## config.mk

```make
export PLATFORM = sky130hd
export DESIGN_NAME = dec_num_recognizer
export DESIGN_NICKNAME = d
export VERILOG_FILES = /design/src/rtl/dec_num_recognizer.sv
export SDC_FILE = /design/constraint.sdc
export NUM_CORES = 1
export LEC_CHECK = 0
export BUFFER_PORTS_ARGS = -buffer_cell sky130_fd_sc_hd__clkbuf_2
export CORE_AREA = 2 2 39 41
export DETAILED_ROUTE_END_ITERATION = 16
export DIE_AREA = 0 0 41 43
export PLACE_DENSITY_LB_ADDON = 0.25
export SLEW_MARGIN = 20
export SYNTH_ARGS = -nofsm -noshare
export SYNTH_HDL_FRONTEND = slang
export SYNTH_SLANG_ARGS = --single-unit
```

## constraint.sdc

```tcl
create_clock -name clk -period 1.4 [get_ports clk]
set_clock_uncertainty 0.05 [all_clocks]
set_input_delay 0.07 -clock clk [delete_from_list [all_inputs] [get_ports clk]]
set_output_delay 0.07 -clock clk [all_outputs]
set_load 0.01 [all_outputs]
```

## src/rtl/dec_num_recognizer.sv

```systemverilog
module dec_num_recognizer #(
  parameter int CH_W      = 8,
  parameter logic [CH_W-1:0] MINUS_CODE = 8'h2D,
  parameter logic [CH_W-1:0] POINT_CODE = 8'h2E,
  parameter logic [CH_W-1:0] DIGIT_LO   = 8'h30,
  parameter logic [CH_W-1:0] DIGIT_HI   = 8'h39
) (
  input  logic            clk,
  input  logic            rst_n,
  input  logic            clear,
  input  logic            chr_valid,
  input  logic [CH_W-1:0] chr,
  output logic            number_ok
);

  typedef enum logic [2:0] {
    S_START, S_SIGN, S_INT, S_POINT, S_FRAC, S_REJ
  } state_t;

  state_t state, nxt;

  logic is_dig, is_minus, is_point;
  assign is_dig   = (chr >= DIGIT_LO) && (chr <= DIGIT_HI);
  assign is_minus = (chr == MINUS_CODE);
  assign is_point = (chr == POINT_CODE);

  always_comb begin
    nxt = state;
    if (chr_valid) begin
      unique case (state)
        S_START: nxt = is_dig ? S_INT : (is_minus ? S_SIGN : S_REJ);
        S_SIGN:  nxt = is_dig ? S_INT : S_REJ;
        S_INT:   nxt = is_dig ? S_INT : (is_point ? S_POINT : S_REJ);
        S_POINT: nxt = is_dig ? S_FRAC : S_REJ;
        S_FRAC:  nxt = is_dig ? S_FRAC : S_REJ;
        default: nxt = S_REJ;
      endcase
    end
  end

  always_ff @(posedge clk or negedge rst_n)
    if (!rst_n)     state <= S_START;
    else if (clear) state <= S_START;
    else            state <= nxt;

  assign number_ok = (state == S_INT) || (state == S_FRAC);

  a_r8_clear_to_start: assert property (@(posedge clk) disable iff (!rst_n)
    clear |=> (state == S_START) && !number_ok);

  a_r7_hold_without_strobe: assert property (@(posedge clk) disable iff (!rst_n)
    (!clear && !chr_valid) |=> $stable(state));

  a_r6_reject_sticky: assert property (@(posedge clk) disable iff (!rst_n)
    (state == S_REJ && !clear) |=> (state == S_REJ));

  a_r3_rise_needs_digit: assert property (@(posedge clk) disable iff (!rst_n)
    $rose(number_ok) |-> ($past(chr_valid) && $past(chr) >= DIGIT_LO && $past(chr) <= DIGIT_HI));

  a_r5_lone_minus_low: assert property (@(posedge clk) disable iff (!rst_n)
    (state == S_START && chr_valid && !clear && chr == MINUS_CODE) |=> !number_ok);

  a_r4_point_drops: assert property (@(posedge clk) disable iff (!rst_n)
    (number_ok && chr_valid && !clear && chr == POINT_CODE) |=> !number_ok);

endmodule

```

==> qor.csv <==
metric,value,unit
status,finished clean,
diodes,0,
setup_viol,0,
io_pins,13,
place_congestion,0.730,
clk_latency,230,ps
worst_hold_slack,101,ps
drt_iter0_drc,7,
worst-path-max-fanout,5,
grt_pass1_vias,282,
initial_core_util,20.5,%
via_per_inst,4.76,
pwr-share-seq,31.4,%
comb_power_share,21.1,%
synthTopCellsByArea,"dfrtp_1 26%, and4bb_2 8.8%, nor4b_4 8.4%, a311oi_1 6.2%, nor2_1 5.3%",
cts_root_buffer,clkbuf_4,
power_leakage,0.182,nW
die_area,1760,µm²
setup_slack,104,ps
crit_type,flip-flop to primary output,
fp.dieW,41,µm
synthAdderAreaFrac,0,%
synth_area,284,µm²
synth_mux_area_share,0,%
yosys.area_share.simple,41.4,%
place_ws,142,ps
fin_nets,63,
crit_required,1280,ps
vias,314,
fin_crit,1300,ps
postCtsSetupRepairBufs,0,
drc_errors,0,
finalSetupTns,0,ps
clk_pin_slew,40,ps
drive_gt1_share,40.0,%
synth_compound_area_share,20.7,%
wl_per_cell,10.2,µm
clkPwrFrac,47.5,%
hold_path_class,input pin to flip-flop,
synth_seq_area_share,26.4,%
worstMarginPinSlew,293,ps
port_buffers,12,
grt-ovfl-total,0,
synth-seq-cells,3,
wirelength,671,µm
antenna_left,0,
first_pass_iters,4,
drv_slew,0,
grt_pass1_wl,1120,µm
maxCapViolations,0,
synth_top_cell_by_area,dfrtp_1,
synth_top_cell_area_share,26.4,%
regMostFlops,state,
fin_crit_sh,92.5,%
num_rows,14,
cts_hold_buffers,2,
ys_types,21,
hold_viol,0,
p_int,0.235,mW
cts.repair.resized,0,
area_growth,44.1,%
clock.fmax,772,MHz
synth_top_family_by_area,simple AND/OR/NAND/NOR gates,
grt_max_degree,8,
synth-xor-area-share,3.08,%
peakVddDrop,264,µV
track_usage,9.64,%
slew_headroom,80.3,%
cts_buffer_depth,2,
cts_buffers,3,
end_kind,primary output,
worstPathArrival,1180,ps
grt_setup_unrepaired,no,
yosysWarnings,0,
cts.sinks,3,
top_regs,state (3),
switching_share,25.1,%
core,1380,µm²
die_h,43,µm
h-tree-depth,1,
synth_nets,44,
largest_register_ffs,3,
antenna_found_initial,0,
start_kind,flip-flop,
finalCoreUtilization,29.6,%
syn_area_per_cell,8.88,µm²
switching_power,0.0788,mW
power,0.314,mW
synthCells,32,
p_per_area,767,nW/µm²
tritoncts,yes,
final cells by class:
cell class | count | area (µm²)
Multi-Input combinational cell | 25 | 185
Clock buffer | 4 | 26.3
Inverter | 2 | 7.51
Sequential cell | 3 | 75.1
Fill cell | 148 | 975
Tap cell | 16 | 20.0
Timing Repair Buffer | 16 | 95.1
power by group through the flow:
stage / Combinational, mW / Clock [mW] / Sequential, mW
6_report: 0.0662 / 0.149 / 0.0985
5_1_grt: 0.0739 / 0.162 / 0.0988
4_1_cts: 0.0666 / 0.155 / 0.0981
3_5_place_dp: 0.0617 / 0 / 0.0991
2_1_floorplan: 0.0335 / 0 / 0.0967
3_3_place_gp: 0.0630 / 0 / 0.0990
cells in the mapped netlist (all sizes together):
master	instances
nor3b	2
a32oi	1
nor2b	1
and3b	1
nor2	4
nand2	3
a31oi	1
and4bb	2
o21ai	1
xnor2	1
o22ai	1
a311oi	2
dfrtp	3
o311a	1
nand3	1
inv	2
nor4b	1
clkbuf	1
buf	1
nand3b	1
a21oi	1
cell usage in the layout (no fill, tap or decap):
| cell type | instances |
|---|---|
| a311oi_1 | 2 |
| and4bb_2 | 2 |
| nor3b_1 | 2 |
| nor4b_4 | 1 |
| clkbuf_2 | 12 |
| a21oi_1 | 1 |
| nand3b_1 | 1 |
| inv_1 | 2 |
| o311a_1 | 1 |
| xnor2_1 | 1 |
| clkbuf_1 | 1 |
| and3b_1 | 1 |
| buf_4 | 2 |
| nand3_1 | 1 |
| dfrtp_1 | 3 |
| nor2_1 | 4 |
| a32oi_1 | 1 |
| o21ai_1 | 1 |
| dlygate4sd3_1 | 2 |
| clkbuf_4 | 3 |
| a31oi_1 | 1 |
| nand2_1 | 3 |
| o22ai_1 | 1 |
| nor2b_1 | 1 |
per-stage QoR:
stage          area (µm²)  instances
2_1_floorplan         284         32
3_3_place_gp          363         60
3_5_place_dp          363         60
4_1_cts               409         66
5_1_grt               409         66
6_report              409         66
path summary, 6_finish.rpt:
path	start	slack, ps	to	cells after the start
worst min register to register	state[2]$_DFFE_PN0P_	590	state[1]$_DFFE_PN0P_	2
worst max register to register	state[0]$_DFFE_PN0P_	120	state[2]$_DFFE_PN0P_	3
min in group asynchronous	rst_n	120	state[0]$_DFFE_PN0P_	2
worst max-delay path	state[1]$_DFFE_PN0P_	100	number_ok	4
max in group asynchronous	rst_n	1060	state[1]$_DFFE_PN0P_	2
worst min-delay path	chr_valid	100	state[0]$_DFFE_PN0P_	3
critical path, stage by stage (launching register included):
cell and delay (ps):
dfrtp_1 430, buf_4 180, xnor2_1 110, nor2_1 90, clkbuf_2 140
routing by layer:
metal / global-route usage [%] / part of all wire [%]
met1: 11.3 / 45
met2: 14.4 / 48
met3: 3.14 / 7.0
met4: 6.00 / 0
met5: 0 / 0
cells by family after synthesis:
group,count (synthesis)
DFF,3
buffers and inverters,4
AOI/OAI and AO/OA,8
and+or+nand+nor,16
xor gates and xnor gates,1
No activity file was read; power rests on OpenSTA's default activity.
